### src/rtl/bank_mapper_pkg.sv
`timescale 1ns/1ps
package bank_mapper_pkg;

  localparam logic [7:0]  GATE_KEY  = 8'hA3;
  localparam logic [11:0] REG_PAGE  = 12'h7EF;
  localparam logic [7:0]  RAM_PAGE  = 8'h7F;

  typedef struct packed {
    logic [5:0] patLd;
    logic       ntLd;
    logic       gateLd;
    logic [2:0] progLd;
    logic       ramWr;
  } mapStrobe_t;

endpackage

### src/rtl/bank_mapper_ctrl.sv
`timescale 1ns/1ps
module bank_mapper_ctrl
  import bank_mapper_pkg::*;
(
  input  logic [15:0] cpuAddr,
  input  logic        cpuWe,
  input  logic        ramOpen,
  output mapStrobe_t  strobe,
  output logic        ramHit,
  output logic        cpuClaim
);

  logic inRegWin;
  logic inRom;

  assign inRegWin = (cpuAddr[15:4] == REG_PAGE);
  assign ramHit   = (cpuAddr[15:8] == RAM_PAGE);
  assign inRom    = cpuAddr[15];

  always_comb begin
    strobe = '0;
    if (cpuWe && inRegWin) begin
      case (cpuAddr[3:0])
        4'h0, 4'h1, 4'h2, 4'h3, 4'h4, 4'h5:
          strobe.patLd[cpuAddr[2:0]] = 1'b1;
        4'h6:        strobe.ntLd      = 1'b1;
        4'h8:        strobe.gateLd    = 1'b1;
        4'hA, 4'hB:  strobe.progLd[0] = 1'b1;
        4'hC, 4'hD:  strobe.progLd[1] = 1'b1;
        4'hE, 4'hF:  strobe.progLd[2] = 1'b1;
        default:     strobe = '0;
      endcase
    end
    strobe.ramWr = cpuWe && ramHit && ramOpen;
  end

  assign cpuClaim = inRom || ramHit || (cpuWe && inRegWin);

endmodule

### src/rtl/bank_mapper_dp.sv
`timescale 1ns/1ps
module bank_mapper_dp
  import bank_mapper_pkg::*;
#(
  parameter int PROG_BANKS   = 16,
  parameter int PAT_KB_BANKS = 64,
  parameter bit PAT_ROM      = 1'b1,
  localparam int PROG_AW     = $clog2(PROG_BANKS) + 13,
  localparam int PAT_AW      = $clog2(PAT_KB_BANKS) + 10
) (
  input  logic              clk,
  input  logic              rstN,
  input  mapStrobe_t        strobe,
  input  logic [7:0]        cpuDin,
  input  logic [1:0]        cpuWin,
  input  logic [12:0]       cpuLow,
  input  logic              ramHit,
  input  logic [13:0]       vidAddr,
  input  logic              vidWe,
  output logic              ramOpen,
  output logic [7:0]        cpuRdData,
  output logic [PROG_AW-1:0] progAddr,
  output logic [PAT_AW-1:0] patAddr,
  output logic              patSel,
  output logic              patWe,
  output logic              ntPage
);

  localparam logic [7:0] PROG_MASK = 8'(PROG_BANKS - 1);
  localparam logic [7:0] KB_MASK   = 8'(PAT_KB_BANKS - 1);
  localparam int         NUM_PAT   = 6;
  localparam int         NUM_PROG  = 3;
  localparam int         RAM_DEPTH = 256;

  logic [7:0] patReg  [NUM_PAT];
  logic [7:0] progReg [NUM_PROG];
  logic [7:0] gateReg;
  logic       ntReg;
  logic [7:0] wram [RAM_DEPTH];

  // Selector registers
  for (genvar i = 0; i < NUM_PAT; i++) begin : g_pat
    always_ff @(posedge clk or negedge rstN) begin
      if (!rstN)                patReg[i] <= '0;
      else if (strobe.patLd[i]) patReg[i] <= cpuDin;
    end
  end

  for (genvar j = 0; j < NUM_PROG; j++) begin : g_prog
    always_ff @(posedge clk or negedge rstN) begin
      if (!rstN)                 progReg[j] <= 8'(j);
      else if (strobe.progLd[j]) progReg[j] <= cpuDin;
    end
  end

  always_ff @(posedge clk or negedge rstN) begin
    if (!rstN) begin
      gateReg <= 8'hFF;
      ntReg   <= 1'b0;
    end else begin
      if (strobe.gateLd) gateReg <= cpuDin;
      if (strobe.ntLd)   ntReg   <= cpuDin[0];
    end
  end

  // Work RAM
  always_ff @(posedge clk) begin
    if (strobe.ramWr) wram[cpuLow[7:0]] <= cpuDin;
  end

  assign ramOpen   = (gateReg == GATE_KEY);
  assign cpuRdData = (ramHit && ramOpen) ? wram[cpuLow[7:0]] : 8'hFF;
  assign ntPage    = ntReg;

  // Program translation
  logic [7:0] progBank;
  always_comb begin
    case (cpuWin)
      2'd0:    progBank = progReg[0] & PROG_MASK;
      2'd1:    progBank = progReg[1] & PROG_MASK;
      2'd2:    progBank = progReg[2] & PROG_MASK;
      default: progBank = PROG_MASK;
    endcase
  end
  assign progAddr = PROG_AW'({progBank, cpuLow});

  // Pattern translation
  logic [7:0]        kbBank;
  logic [PAT_AW-1:0] romAddr;
  logic [PAT_AW-1:0] ramAddr;

  function automatic logic [7:0] twoKbToKb(input logic [7:0] sel, input logic half);
    return (((sel >> 1) & 8'h3F) << 1) | {7'b0, half};
  endfunction

  always_comb begin
    case (vidAddr[12:10])
      3'd0, 3'd1: kbBank = twoKbToKb(patReg[0], vidAddr[10]) & KB_MASK;
      3'd2, 3'd3: kbBank = twoKbToKb(patReg[1], vidAddr[10]) & KB_MASK;
      3'd4:       kbBank = patReg[2] & KB_MASK;
      3'd5:       kbBank = patReg[3] & KB_MASK;
      3'd6:       kbBank = patReg[4] & KB_MASK;
      default:    kbBank = patReg[5] & KB_MASK;
    endcase
  end

  assign romAddr = PAT_AW'({kbBank, vidAddr[9:0]});
  assign ramAddr = PAT_AW'(vidAddr[12:0]);
  assign patAddr = PAT_ROM ? romAddr : ramAddr;
  assign patSel  = !vidAddr[13];
  assign patWe   = !PAT_ROM && vidWe && !vidAddr[13];

endmodule

### src/rtl/bank_mapper.sv
`timescale 1ns/1ps
module bank_mapper
  import bank_mapper_pkg::*;
#(
  parameter int PROG_BANKS   = 16,
  parameter int PAT_KB_BANKS = 64,
  parameter bit PAT_ROM      = 1'b1,
  localparam int PROG_AW     = $clog2(PROG_BANKS) + 13,
  localparam int PAT_AW      = $clog2(PAT_KB_BANKS) + 10
) (
  input  logic               clk,
  input  logic               rstN,
  input  logic [15:0]        cpuAddr,
  input  logic [7:0]         cpuDin,
  input  logic               cpuWe,
  output logic               cpuClaim,
  output logic [7:0]         cpuRdData,
  output logic [PROG_AW-1:0] progAddr,
  input  logic [13:0]        vidAddr,
  input  logic               vidWe,
  output logic [PAT_AW-1:0]  patAddr,
  output logic               patSel,
  output logic               patWe,
  output logic               ntPage
);

  mapStrobe_t strobe;
  logic       ramHit;
  logic       ramOpen;

  bank_mapper_ctrl u_ctrl (
    .cpuAddr (cpuAddr),
    .cpuWe   (cpuWe),
    .ramOpen (ramOpen),
    .strobe  (strobe),
    .ramHit  (ramHit),
    .cpuClaim(cpuClaim)
  );

  bank_mapper_dp #(
    .PROG_BANKS  (PROG_BANKS),
    .PAT_KB_BANKS(PAT_KB_BANKS),
    .PAT_ROM     (PAT_ROM)
  ) u_dp (
    .clk      (clk),
    .rstN     (rstN),
    .strobe   (strobe),
    .cpuDin   (cpuDin),
    .cpuWin   (cpuAddr[14:13]),
    .cpuLow   (cpuAddr[12:0]),
    .ramHit   (ramHit),
    .vidAddr  (vidAddr),
    .vidWe    (vidWe),
    .ramOpen  (ramOpen),
    .cpuRdData(cpuRdData),
    .progAddr (progAddr),
    .patAddr  (patAddr),
    .patSel   (patSel),
    .patWe    (patWe),
    .ntPage   (ntPage)
  );

endmodule

### config.mk
export PLATFORM = sky130hd
export DESIGN_NAME = bank_mapper
export DESIGN_NICKNAME = d
export VERILOG_FILES = /design/src/rtl/bank_mapper_pkg.sv /design/src/rtl/bank_mapper_ctrl.sv /design/src/rtl/bank_mapper_dp.sv /design/src/rtl/bank_mapper.sv
export SDC_FILE = /design/constraint.sdc
export NUM_CORES = 2
export LEC_CHECK = 0
export BUFFER_PORTS_ARGS = -buffer_cell sky130_fd_sc_hd__buf_2
export CORE_MARGIN = 2
export CORE_UTILIZATION = 45
export CTS_CLUSTER_DIAMETER = 50
export DETAILED_ROUTE_END_ITERATION = 6
export SLEW_MARGIN = 30
export SYNTH_ARGS = -nofsm -noshare
export SYNTH_HDL_FRONTEND = slang
export SYNTH_HIERARCHICAL = 1
export SYNTH_SLANG_ARGS = --single-unit
### constraint.sdc
create_clock -name clk -period 3.1 [get_ports clk]
set_clock_uncertainty 0.1 [all_clocks]
set_input_delay 0.465 -clock clk [delete_from_list [all_inputs] [get_ports clk]]
set_output_delay 0.465 -clock clk [all_outputs]
set_load 0.01 [all_outputs]
# Word level (Yosys, flattened, before mapping)

Memories as Yosys holds them, arrays and structs flattened.
Cells that the tools add are included.

Register bits after elaboration: 57
Memories: 1
Memory bits (writable): 2048
Logic and storage cells: 71

Memory list:

| memory    | words | width | read ports | clocked after memory_dff | wr ports | RTL line             | text |
|---|---|---|---|---|---|---|---|
| u_dp.wram | 256   | 8     | 1          | 0                        | 1        | bank_mapper_dp.sv:39 | `logic [7:0] wram [RAM_DEPTH];` |

Order comparisons: 2
Reductions and logical operators: 17
Multiplexer cells: 14
Equal/unequal tests: 24
Bitwise gates (word level): 2

Operator list:

| operator               | number |
|---|---|
| $pmux W6 S5            | 1 |
| $eq A4 B4 Y1 const B   | 7 |
| $eq A12 B11 Y1 const B | 1 |
| $eq A4 B3 Y1 const B   | 3 |
| $mux W12               | 1 |
| $or A6 B1 Y6           | 2 |
| $pmux W4 S3            | 1 |
| $reduce_or A2 Y1       | 5 |
| $eq A3 B3 Y1 const B   | 3 |
| $eq A4 B2 Y1 const B   | 2 |
| $eq A8 B7 Y1 const B   | 1 |
| $eq A8 B8 Y1 const B   | 1 |
| $mux W1                | 8 |
| $mux W8                | 1 |
| $eq A3 B2 Y1 const B   | 2 |
| $mux W6                | 1 |
| $reduce_or A6 Y1       | 1 |
| $logic_and A1 B1 Y1    | 5 |
| $eq A4 B1 Y1 const B   | 1 |
| $logic_not A4 Y1       | 1 |
| $lt A3 B4 Y1 const B   | 1 |
| $demux W1 S3           | 1 |
| $eq A3 B1 Y1 const B   | 1 |
| $ge A3 B1 Y1 const B   | 1 |
| other kinds (6)        | 7 |

# Logic depth before layout (Yosys ltp)

Depth in word-level cells: 6
Depth in mapped cells: 12
Mapped depth without buffers: 6

# By module

Netlist, hierarchy kept.

By module, submodules not included:

| module           | instances | area each (um^2) | cells an instance |
|---|---|---|---|
| bank_mapper_dp   | 1         | 82113.8          | 3748 |
| bank_mapper_ctrl | 1         | 247.7            | 32 |

# Worst setup path after synthesis

Ideal clock, no wire load.

Kind: input -> output
Start: in cpuAddr[1]
End: out cpuRdData[6]
Arrival time: 2845 ps
Slack: -310 ps
Required time: 2535 ps
Stages on the path: 11
Path buffers: 5
Cell sequence: buf_2 -> buf_2 -> buf_2 -> buf_2 -> clkbuf_1 -> mux4_2 -> mux4_2 -> nand2_1 -> nand2_1 -> a211oi_1 -> nand4_1

Longest elaborated chain between the ends: 2

Ends and longest elaborated chain:

| what            | RTL line             | text |
|---|---|---|
| from (decl)     | bank_mapper.sv:13    | `input logic [15:0] cpuAddr,` |
| $mem_v2 Z256 W8 | -                    |  |
| $mux W8         | bank_mapper_dp.sv:72 | `assign cpuRdData = (ramHit && ramOpen) ? wram[cpuLow[7:0]] : 8'hFF;` |
| to (decl)       | bank_mapper.sv:17    | `output logic [7:0] cpuRdData,` |

Every way passes these cells.

# Worst setup path in the final report

Start: mem u_dp.wram[95][4]
End: out cpuRdData[4]

Longest elaborated chain between the ends: 2

Ends and longest elaborated chain:

| what            | RTL line |
|---|---|
| from (decl)     | bank_mapper_dp.sv:39 |
| $mem_v2 Z256 W8 | - |
| $mux W8         | bank_mapper_dp.sv:72 |

Every way passes these cells.

==> flow_summary.ini <==
[logic_synthesis]
synth_edf_count = 2048
synth_flop_cell = edfxtp_1
syn_avg_cell_area_sq_um = 21.8
synth_area_sq_mm = 0.0824
synth_top_cell_area_share_pct = 74.7
synth_cells = 3780
synth.distinct_cells = 65
yosys.area.top_type = edfxtp_1
synth-seq-area-share_pct = 76.4
ys_async_sr_fraction_pct = 2.62
ys_warn_count = 6
synth-seq-cells = 2103
ys_top_cells_by_area = edfxtp_1 75%, mux4_2 15%, mux2i_1 1.4%, dfrtp_1 1.4%, nor2_1 1.1%
synth_nets = 3822

[routing]
routed-via-count = 42459
wl_per_cell_um = 30.6
drc = 0
ant_nets = 0
via_per_inst = 5.89
wl_um = 220000
dr.pass1.iters = 6
drtIter0Drc = 5152

[setup_path]
required_ps = 2530
cp-end-kind = output port
path_max_fanout = 1
cp_num_buf_inv = 3
critical-path-top-delay-family = multiplexers
cp.arrival_ps = 3900
slowest_delay_ps = 570
critical_path_class = reg -> out
slowest_stage = mux4_2
startpoint_type = flip-flop
cp_cell_sequence = mux4_2, mux4_2, nor2b_4, a221oi_2, nand4_1, buf_4, nand4b_1, buf_4, buf_6

[floorplan]
coreArea_sq_mm = 0.182
io_pins = 87
start_util_pct = 45.1
die_area_sq_mm = 0.186
rows = 157
fp.dieH_um = 432
die_x_um = 432

[timing]
slew_viol_final = 0
final.period_utilization_pct = 144
clock.fmax_mhz = 224
layout_setup_ws_ps = -1370
worstMarginPinSlew_ps = 882
fin_crit_ps = 4470
slew_headroom_pct = 41.2
hold_viol = 0
setup_viol_count_final = 8
whs_ps = 31.9
rsz0062_at_grt = yes

[grt]
grt_start_max_net_pins = 118
grt_pass1_vias = 42659
top_usage_layer = met2
grt_util_met2_pct = 37.3
antenna_found_initial = 9
grt_pass1_wl_um = 314000
grt_usage_pct = 23.7
grt_overflow = 0
use_met3_pct = 4.42
met1_usage_pct = 33.6

[pwr]
p_clk_share_pct = 42.0
peakVddDrop_uv = 520
leakage_uw = 0.0330
p_sw_uw = 12700
comb_power_share_pct = 5.5
power_uw = 59400
powerDensity_mw_per_mm2 = 597
swShare_pct = 21.3
internal_power_uw = 46700
sequentialPowerShare_pct = 52.5

[cts]
cts_tree = yes
worstSkewPairLatency_ps = 850
h-tree-depth = 4
cts_buffers = 211
cts_root_buf = clkbuf_16
cts_sinks = 2103
clk_path_buf_depth = 3
cts.reportedPaths.clkPinSlew_ps = 60

[min_path]
hp-class = in -> reg

[placement]
gp_congestion = 0.895
post-dp-hpwl_um = 146000
pre_cts_slack_ps = -1440
port_buffers = 64

[cells_and_area]
nets = 4696
drive_above_1_share_pct = 40.7
n_fill_cell = 13744
area_delta_synth_final_pct = 20.8

[outcome]
failed_checks = setup timing
status = finished, violations left

[job]
max_cap_violations = 0
-- area by class of cell --
type / count / area (sq um) / area share, %
flip-flops and latches: 2103 / 62900 / 63.2
diodes: 4 / 10.0 / 0.0101
clock buffers: 247 / 5440 / 5.46
inverters: 9 / 33.8 / 0.0340
well taps: 2385 / 2980 / 3.00
multi-input cells: 1422 / 18600 / 18.7
clock inverters: 131 / 1290 / 1.30
repair buffers: 907 / 8220 / 8.26
-- sequential cells by signal (all words and copies together) (netlist names) --
name and count:
u_dp/gateReg 8, u_dp/patReg 34, u_dp/wram 2048, u_dp/progReg 12, u_dp/ntPage 1
-- metal layers --
metal  up-vias  share of wire [%]
met2      1779                 48
met5         -              0.027
met1     22791                 41
li1      17553                  -
met4        10                3.0
met3       326                8.1
-- synth_stat cells, drive strengths merged, types with 9 or more instances --
library cell and n:
a21oi 16, nand3 58, nor4 9, nor2b 9, nor3 74, clkbuf 74
o22ai 19, mux2 65, nand2 91, dfstp 10, dfrtp 45, a22oi 31
edfxtp 2048, nor2 245, mux4 567, o21ai 19, nand2b 9, mux2i 113
buf 172
-- worst paths after layout --
| path | startpoint | to | slack (ps) | depth (start not counted) |
|---|---|---|---|---|
| worst max-delay path | u_dp/wram[95][4]$_DFFE_PP_ | cpuRdData[4] | -1370 | 9 |
| worst min-delay path | cpuDin[2] | u_dp/wram[206][2]$_DFFE_PP_ | 30 | 1 |
| worst max register to register | u_dp/gateReg[0]$_DFFE_PN1P_ | u_dp/wram[61][6]$_DFFE_PP_ | 350 | 9 |
| worst min register to register | u_dp/patReg[24]$_DFFE_PN0P_ | u_dp/patReg[24]$_DFFE_PN0P_ | 400 | 1 |
| max in group asynchronous | rstN | u_dp/gateReg[1]$_DFFE_PN1P_ | 2160 | 3 |
| min in group asynchronous | rstN | u_dp/patReg[16]$_DFFE_PN0P_ | 100 | 2 |
-- cells by family after synthesis --
| kind of cell | synth area share [%] |
|---|---|
| AO/OA/AOI/OAI | 1.13 |
| buffers and inverters | 1.67 |
| flip-flops | 76.4 |
| multiplexers | 17.8 |
| other | 0.00455 |
| AND/OR/NAND/NOR | 3.04 |
-- power by group through the flow --
stage,registers [uW],clock network [uW],logic (uW)
after detailed placement,31800,0,3220
after CTS,31200,25400,3250
after global placement,31800,0,3190
final,31200,24900,3250
after floorplan,31800,0,1550
after global routing,31200,26500,3410
-- metrics by stage --
stage	TNS [ps]	utilization [%]	area, sq um	instances
2_1_floorplan	-23770	-	83000	3780
3_3_place_gp	-9310	50.5	92200	6820
3_5_place_dp	-9620	50.5	92200	6820
4_1_cts	-8620	54.4	99300	7202
5_1_grt	-8110	54.5	99500	7205
6_report	-7620	54.5	99500	7208
-- cells in the final DEF, fill, tap and decap left out, types with 16 or more instances in the layout --
master        n
mux4_2      560
clkbuf_16   212
nor2_1      210
clkinv_2     35
mux2_2       65
nand2_1      87
a22oi_1      29
nor2_2       34
edfxtp_1   2048
bufinv_16    19
buf_6        17
a21oi_1      16
buf_4       724
buf_12      104
buf_2        44
clkbuf_1     35
dfrtp_1      45
nand3_1      49
clkinv_1     47
o21ai_0      16
nor3_2       32
nor3_1       39
o22ai_1      19
mux2i_1     107
-- what timing repair did --
item,4_1_cts,5_1_grt
pin swaps,18,12
hold buffers,2,1
cloned,1,0
buffers inserted,3,2
hold endpoints to repair,50,23
endpoints found under the setup margin,8,8
resized for setup,55,29
Note: power is estimated with default switching activity, not from simulation.
